--- config.mk ---
export PLATFORM = sky130hd
export DESIGN_NAME = gpio_port_ctrl
export DESIGN_NICKNAME = d
export VERILOG_FILES = /design/src/rtl/gpio_port_pkg.sv /design/src/rtl/gpio_pin_mux.sv /design/src/rtl/gpio_port_regs.sv /design/src/rtl/gpio_pad_stage.sv /design/src/rtl/gpio_port_ctrl.sv
export SDC_FILE = /design/constraint.sdc
export NUM_CORES = 1
export LEC_CHECK = 0
export ABC_AREA = 1
export CORE_UTILIZATION = 45
export DETAILED_ROUTE_END_ITERATION = 12
export PLACE_DENSITY = 0.89
export REMOVE_ABC_BUFFERS = 1
export SLEW_MARGIN = 20
export SYNTH_ARGS = -nofsm -noshare
export SYNTH_HDL_FRONTEND = slang
export SYNTH_SLANG_ARGS = --single-unit
--- constraint.sdc ---
create_clock -name clk -period 1.3 [get_ports clk]
set_input_delay 0.195 -clock clk [delete_from_list [all_inputs] [get_ports clk]]
set_output_delay 0.195 -clock clk [all_outputs]
set_load 0.1 [all_outputs]
--- src/rtl/gpio_port_pkg.sv ---
package gpio_port_pkg;
  typedef enum logic [1:0] {
    PWR_RUN     = 2'd0,
    PWR_LIGHT   = 2'd1,
    PWR_PARTIAL = 2'd2,
    PWR_DEEP    = 2'd3
  } pwr_mode_e;

  typedef enum logic [1:0] {
    ADDR_LATCH = 2'd0,
    ADDR_DIR   = 2'd1,
    ADDR_PULL  = 2'd2,
    ADDR_RET   = 2'd3
  } reg_addr_e;

  localparam int ACK_BIT = 0;
endpackage

--- src/rtl/gpio_pin_mux.sv ---
module gpio_pin_mux (
  input  logic ana,
  input  logic alt,
  input  logic alt_oe,
  input  logic alt_out,
  input  logic dir,
  input  logic latch,
  input  logic pue,
  input  logic pin_in,
  output logic oe_nx,
  output logic out_nx,
  output logic pull_nx,
  output logic ibuf_nx,
  output logic rd_bit
);
  always_comb begin
    if (ana) begin
      oe_nx   = 1'b0;
      out_nx  = 1'b0;
      ibuf_nx = 1'b0;
    end else if (alt) begin
      oe_nx   = alt_oe;
      out_nx  = alt_out;
      ibuf_nx = 1'b1;
    end else begin
      oe_nx   = dir;
      out_nx  = latch;
      ibuf_nx = 1'b1;
    end
    pull_nx = pue && !oe_nx && !ana;
    // the direction bit picks the read source in every ownership case
    if (dir)       rd_bit = latch;
    else if (ana)  rd_bit = 1'b0;
    else           rd_bit = pin_in;
  end
endmodule

--- src/rtl/gpio_port_regs.sv ---
module gpio_port_regs #(
  parameter int NPINS = 6
) (
  input  logic             clk,
  input  logic             rst,
  input  logic             wipe,
  input  logic             retain_req,
  input  logic             we,
  input  logic [1:0]       addr,
  input  logic [NPINS-1:0] wdata,
  output logic [NPINS-1:0] latch_q,
  output logic [NPINS-1:0] dir_q,
  output logic [NPINS-1:0] pue_q,
  output logic             hold_q
);
  import gpio_port_pkg::*;

  always_ff @(posedge clk) begin
    if (rst || wipe) begin
      latch_q <= '0;
      dir_q   <= '0;
      pue_q   <= '0;
      hold_q  <= 1'b0;
    end else begin
      if (we) begin
        case (reg_addr_e'(addr))
          ADDR_LATCH: latch_q <= wdata;
          ADDR_DIR:   dir_q   <= wdata;
          ADDR_PULL:  pue_q   <= wdata;
          ADDR_RET:   if (wdata[ACK_BIT]) hold_q <= 1'b0;
          default:    ;
        endcase
      end
      if (retain_req) hold_q <= 1'b1;
    end
  end
endmodule

--- src/rtl/gpio_pad_stage.sv ---
module gpio_pad_stage #(
  parameter int NPINS = 6
) (
  input  logic             clk,
  input  logic             rst,
  input  logic             wipe,
  input  logic             hold,
  input  logic [NPINS-1:0] oe_nx,
  input  logic [NPINS-1:0] out_nx,
  input  logic [NPINS-1:0] pull_nx,
  input  logic [NPINS-1:0] ibuf_nx,
  output logic [NPINS-1:0] pad_oe,
  output logic [NPINS-1:0] pad_out,
  output logic [NPINS-1:0] pad_pull,
  output logic [NPINS-1:0] pad_ibuf_en
);
  always_ff @(posedge clk) begin
    if (rst || wipe) begin
      pad_oe      <= '0;
      pad_out     <= '0;
      pad_pull    <= '0;
      pad_ibuf_en <= '1;
    end else if (!hold) begin
      pad_oe      <= oe_nx;
      pad_out     <= out_nx;
      pad_pull    <= pull_nx;
      pad_ibuf_en <= ibuf_nx;
    end
  end
endmodule

--- src/rtl/gpio_port_ctrl.sv ---
module gpio_port_ctrl #(
  parameter int NPINS = 6
) (
  input  logic             clk,
  input  logic             rst,
  input  logic             reg_we,
  input  logic [1:0]       reg_addr,
  input  logic [NPINS-1:0] reg_wdata,
  output logic [NPINS-1:0] reg_rdata,
  input  logic [1:0]       pwr_mode,
  input  logic [NPINS-1:0] ana_en,
  input  logic [NPINS-1:0] alt_en,
  input  logic [NPINS-1:0] alt_oe,
  input  logic [NPINS-1:0] alt_out,
  input  logic [NPINS-1:0] pad_in,
  output logic [NPINS-1:0] pad_oe,
  output logic [NPINS-1:0] pad_out,
  output logic [NPINS-1:0] pad_pull,
  output logic [NPINS-1:0] pad_ibuf_en
);
  import gpio_port_pkg::*;

  logic             wipe;
  logic             retain_req;
  logic [NPINS-1:0] latch_q, dir_q, pue_q;
  logic             hold_q;
  logic [NPINS-1:0] oe_nx, out_nx, pull_nx, ibuf_nx, rd_vec;

  assign wipe       = (pwr_mode_e'(pwr_mode) == PWR_DEEP);
  assign retain_req = (pwr_mode_e'(pwr_mode) == PWR_PARTIAL) && !hold_q;

  gpio_port_regs #(.NPINS(NPINS)) regs_i (
    .clk(clk), .rst(rst), .wipe(wipe), .retain_req(retain_req),
    .we(reg_we), .addr(reg_addr), .wdata(reg_wdata),
    .latch_q(latch_q), .dir_q(dir_q), .pue_q(pue_q), .hold_q(hold_q)
  );

  for (genvar p = 0; p < NPINS; p++) begin : g_pin
    gpio_pin_mux mux_i (
      .ana(ana_en[p]), .alt(alt_en[p]), .alt_oe(alt_oe[p]), .alt_out(alt_out[p]),
      .dir(dir_q[p]), .latch(latch_q[p]), .pue(pue_q[p]), .pin_in(pad_in[p]),
      .oe_nx(oe_nx[p]), .out_nx(out_nx[p]), .pull_nx(pull_nx[p]),
      .ibuf_nx(ibuf_nx[p]), .rd_bit(rd_vec[p])
    );
  end

  gpio_pad_stage #(.NPINS(NPINS)) pads_i (
    .clk(clk), .rst(rst), .wipe(wipe), .hold(hold_q),
    .oe_nx(oe_nx), .out_nx(out_nx), .pull_nx(pull_nx), .ibuf_nx(ibuf_nx),
    .pad_oe(pad_oe), .pad_out(pad_out), .pad_pull(pad_pull), .pad_ibuf_en(pad_ibuf_en)
  );

  always_ff @(posedge clk) begin
    if (rst) begin
      reg_rdata <= '0;
    end else begin
      case (reg_addr_e'(reg_addr))
        ADDR_LATCH: reg_rdata <= rd_vec;
        ADDR_DIR:   reg_rdata <= dir_q;
        ADDR_PULL:  reg_rdata <= pue_q;
        default:    reg_rdata <= NPINS'(hold_q);
      endcase
    end
  end
endmodule

==> impl_results.md <==
- Run status: completed
- Pin count of the biggest net entering global routing: 23
- Mean area per synthesized cell: about 7.4 µm²
- H-tree level count: 2
- Portion of synthesized cell area occupied by the leading cell type: 0.4664
- Register-to-Register Setup Slack: 0.16 ns
- R2R Path End: pads_i.pad_oe[4]$_SDFFE_PP0N_
- Layout cells sized above 1: 0.1667
- Clock slew seen by the registers of the worst setup and hold paths: around 0.09 ns
- Wire length of the first global-routing pass: 9908 µm
- Post-synth cell types: 17
- RR Startpoint: regs_i.hold_q$_SDFFE_PP0P_
- Remaining antenna violation count after routing: 0
- Register area share after synthesis: 0.4664
- Maxcap violations: 0
- Clock latency on the worst-skew pair: 0.31 ns
- Worst hold path stage count: 2
- # setup viols final: 0
- Hold Violations, Final: 0
- Net count of the finished layout: about 410
- Clock buffers created by TritonCTS: 5
- Power Dens Cells: between 1000 and 1500 nW/µm²
- List of cells traversed by the critical path: clkdlybuf4s50_1 -> inv_2 -> nand2_1 -> nor2_1 -> nand2_1 -> nand3_1 -> nand2_1 -> inv_1
- Dpl hpwl: about 4300 µm
- Final-layout fill cell count: 286
- Number of resized instances in the post-cts repair step: 0
- GRT overflow: 0
- Synth warnings: 0
- Crit path max-delay cell type: sky130_fd_sc_hd__clkdlybuf4s50_1
- Weighted congestion reported at the end of routability-driven placement: roughly 0.9
- Clk sinks: 49
- Endpoint with the worst hold slack: regs_i.latch_q[1]$_SDFFE_PP0P_
- Dominant synthesized flop cell: sky130_fd_sc_hd__dfxtp_1
- Leading cell type by number of instances after synthesis: sky130_fd_sc_hd__nand2_1
- Final TNS setup: 0 ns
- Gate count of the mapped netlist: ~290
- Delay of the slowest cell on the worst path: roughly 0.56 ns
- CP Class: in2reg
- Biggest area contributors in the synthesized netlist: sky130_fd_sc_hd__dfxtp_1, sky130_fd_sc_hd__a21oi_1, sky130_fd_sc_hd__nand2_1
- Wire per inst: 14.16 µm
- Pre-Repair DR Iteration Count: 4
- Setup Fix Bufs, Post-CTS: 0
- Worst-path maximum fanout: 6
- Proportion of synthesized flip-flops having asynchronous set or reset: 0
- Die width: 70.37 µm
- Worst r2r path cells: 4
- Slew headroom: 0.7995
- Clock tree buffer depth: 2
- Setup crit start kind: input pin
- Class of the worst hold path: reg2reg
- Total wirelength of the detailed-routed design: approximately 6000 µm
- Maximum operating frequency: between 800 and 900 MHz
- Starting utilization of the core area: 0.4765
- Total number of vias: about 2300
- Max Slew Vio Count: 0
- DRC Markers: 0
- Antenna violations before repair: 0
- Port Buffer Count: slightly above 70
- CTS tree: yes
- I/O pins: between 70 and 80
- Post-Synthesis Cell Area: roughly 2100 µm²
- Cell repeated most along the worst path: sky130_fd_sc_hd__nand2_1
- Share of the core filled with cells in the final layout: 0.7645
- EDFF count, synth: 0
- RSZ-0062 raised after global routing: false
- Peak supply drop: about 0.89 mV
- Launch instance of the worst min-delay path: regs_i.latch_q[1]$_SDFFE_PP0P_
- Top cells by instance count after synthesis: sky130_fd_sc_hd__nand2_1, sky130_fd_sc_hd__a21oi_1, sky130_fd_sc_hd__dfxtp_1, sky130_fd_sc_hd__inv_1
- Final Cycle Share: 0.9254
- Vias in the first global route: roughly 2200
- FP Rows: 24
- Clock root buffer: sky130_fd_sc_hd__clkbuf_8
- Final cell area excluding filler cells: between 3000 and 4000 µm²
- Post-route minimum period: about 1.2 ns
- Total global routing track utilization: 0.2527
- Actual transition at the worst max-transition pin: approximately 0.30 ns
- Data arrival time at the worst-slack endpoint: between 1 and 1.5 ns
- Growth of design area from synthesis to finish: 60.44%
- Die Area: between 4000 and 5000 µm²
- Clock Skews: 0.01115 ns
- Die extent in y: 70.37 µm
- Antenna cells: 0
- Total core area: about 4400 µm²
- Iteration-0 DRC Markers: about 140
- Endpoint class of the critical path: flop
- Total of hold buffers inserted after clock tree synthesis: 0
- Instance area after placement: around 3200 µm²
- Ratio of routed vias to standard cells: about 5.4
- Dominant cell type by area after synthesis: sky130_fd_sc_hd__dfxtp_1
- Reported leakage power: 1.385 nW
- Data required, critical path: between 1.5 and 2 ns
- Flop and latch count out of synthesis: slightly below 50
-- placed cells by master (no fill, tap or decap) --
master                            count
sky130_fd_sc_hd__a21oi_1             50
sky130_fd_sc_hd__buf_12              31
sky130_fd_sc_hd__buf_4               16
sky130_fd_sc_hd__bufinv_16            2
sky130_fd_sc_hd__clkbuf_8             5
sky130_fd_sc_hd__clkdlybuf4s50_1     42
sky130_fd_sc_hd__clkinv_2             1
sky130_fd_sc_hd__dfxtp_1             49
sky130_fd_sc_hd__inv_1               33
sky130_fd_sc_hd__inv_2                2
sky130_fd_sc_hd__nand2_1             63
sky130_fd_sc_hd__nand2_2              1
sky130_fd_sc_hd__nand3_1             17
sky130_fd_sc_hd__nor2_1              21
sky130_fd_sc_hd__nor2_4               2
sky130_fd_sc_hd__o211ai_1            12
sky130_fd_sc_hd__o21ai_0             21
sky130_fd_sc_hd__o21ai_1              2
sky130_fd_sc_hd__o21ai_2              2
-- per-stage QoR --
step                      setup slack, ns  std cells  hold slack [ns]  power (mW)
after CTS                          0.1221        424           0.4808       3.755
after global placement            -0.1221        416           0.4680       2.469
after detailed placement          -0.1900        416           0.4590       2.489
after global routing              0.01001        424           0.4899       3.879
final                             0.09701        424           0.4811       3.748
after floorplan                   -0.3712        275           0.2674       2.058
-- registers in the layout, summed over array words and instances, names as in the netlist --
register,flops
reg_rdata,6
pads_i.pad_ibuf_en,6
pads_i.pad_pull,6
pads_i.pad_out,6
regs_i.latch_q,6
regs_i.pue_q,6
regs_i.dir_q,6
pads_i.pad_oe,6
regs_i.hold_q,1
-- layer usage --
| layer | share of wire | vias up | GRT usage |
|---|---|---|---|
| met2 | 0.50 | 100 | 0.4127 |
| li1 | - | 1108 | - |
| met3 | 0.069 | 12 | 0.06205 |
| met5 | 0 | - | 0 |
| met4 | 0.021 | 0 | 0.1133 |
| met1 | 0.41 | 1050 | 0.3128 |
-- power by group --
part	switching, mW	total [mW]	internal, mW	leakage, nW
registers	0.0568	1.61	1.56	0.399
logic	0.496	0.851	0.355	0.918
clock network	0.520	1.28	0.764	0.0681
total	1.07	3.75	2.68	1.39
-- area by class of cell --
| class | count | area [µm²] | share of cell area |
|---|---|---|---|
| multi-input cells | 191 | 902.1 | 0.2673 |
| well taps | 52 | 65.06 | 0.01928 |
| repair buffers | 89 | 1161 | 0.3441 |
| clock buffers | 5 | 68.82 | 0.02039 |
| flip-flops and latches | 49 | 980.9 | 0.2907 |
| inverters | 35 | 131.4 | 0.03893 |
| clock inverters | 3 | 65.06 | 0.01928 |
-- critical path: cells and delay by family --
kind | cells | cell delay (ns)
simple gates | 5 | 0.51
buf+inv | 3 | 0.70
-- kinds of logic after synthesis --
family          count (synthesis)  synth area share
compound gates                 87            0.2249
buf+inv                        46            0.1047
flops                          49            0.4664
simple gates                  104            0.2040
-- worst max-delay path by stage --
stage,start,end
floorplan,pwr_mode[0],pads_i.pad_oe[0]$_SDFFE_PP0N_
global placement,reg_addr[0],regs_i.dir_q[1]$_SDFFE_PP0P_
detailed placement,reg_addr[1],regs_i.latch_q[4]$_SDFFE_PP0P_
CTS,reg_addr[1],reg_rdata[0]$_SDFF_PP0_
global route,reg_addr[1],reg_rdata[0]$_SDFF_PP0_
finish,reg_addr[1],reg_rdata[0]$_SDFF_PP0_
Note: power is estimated with default switching activity, not from simulation.
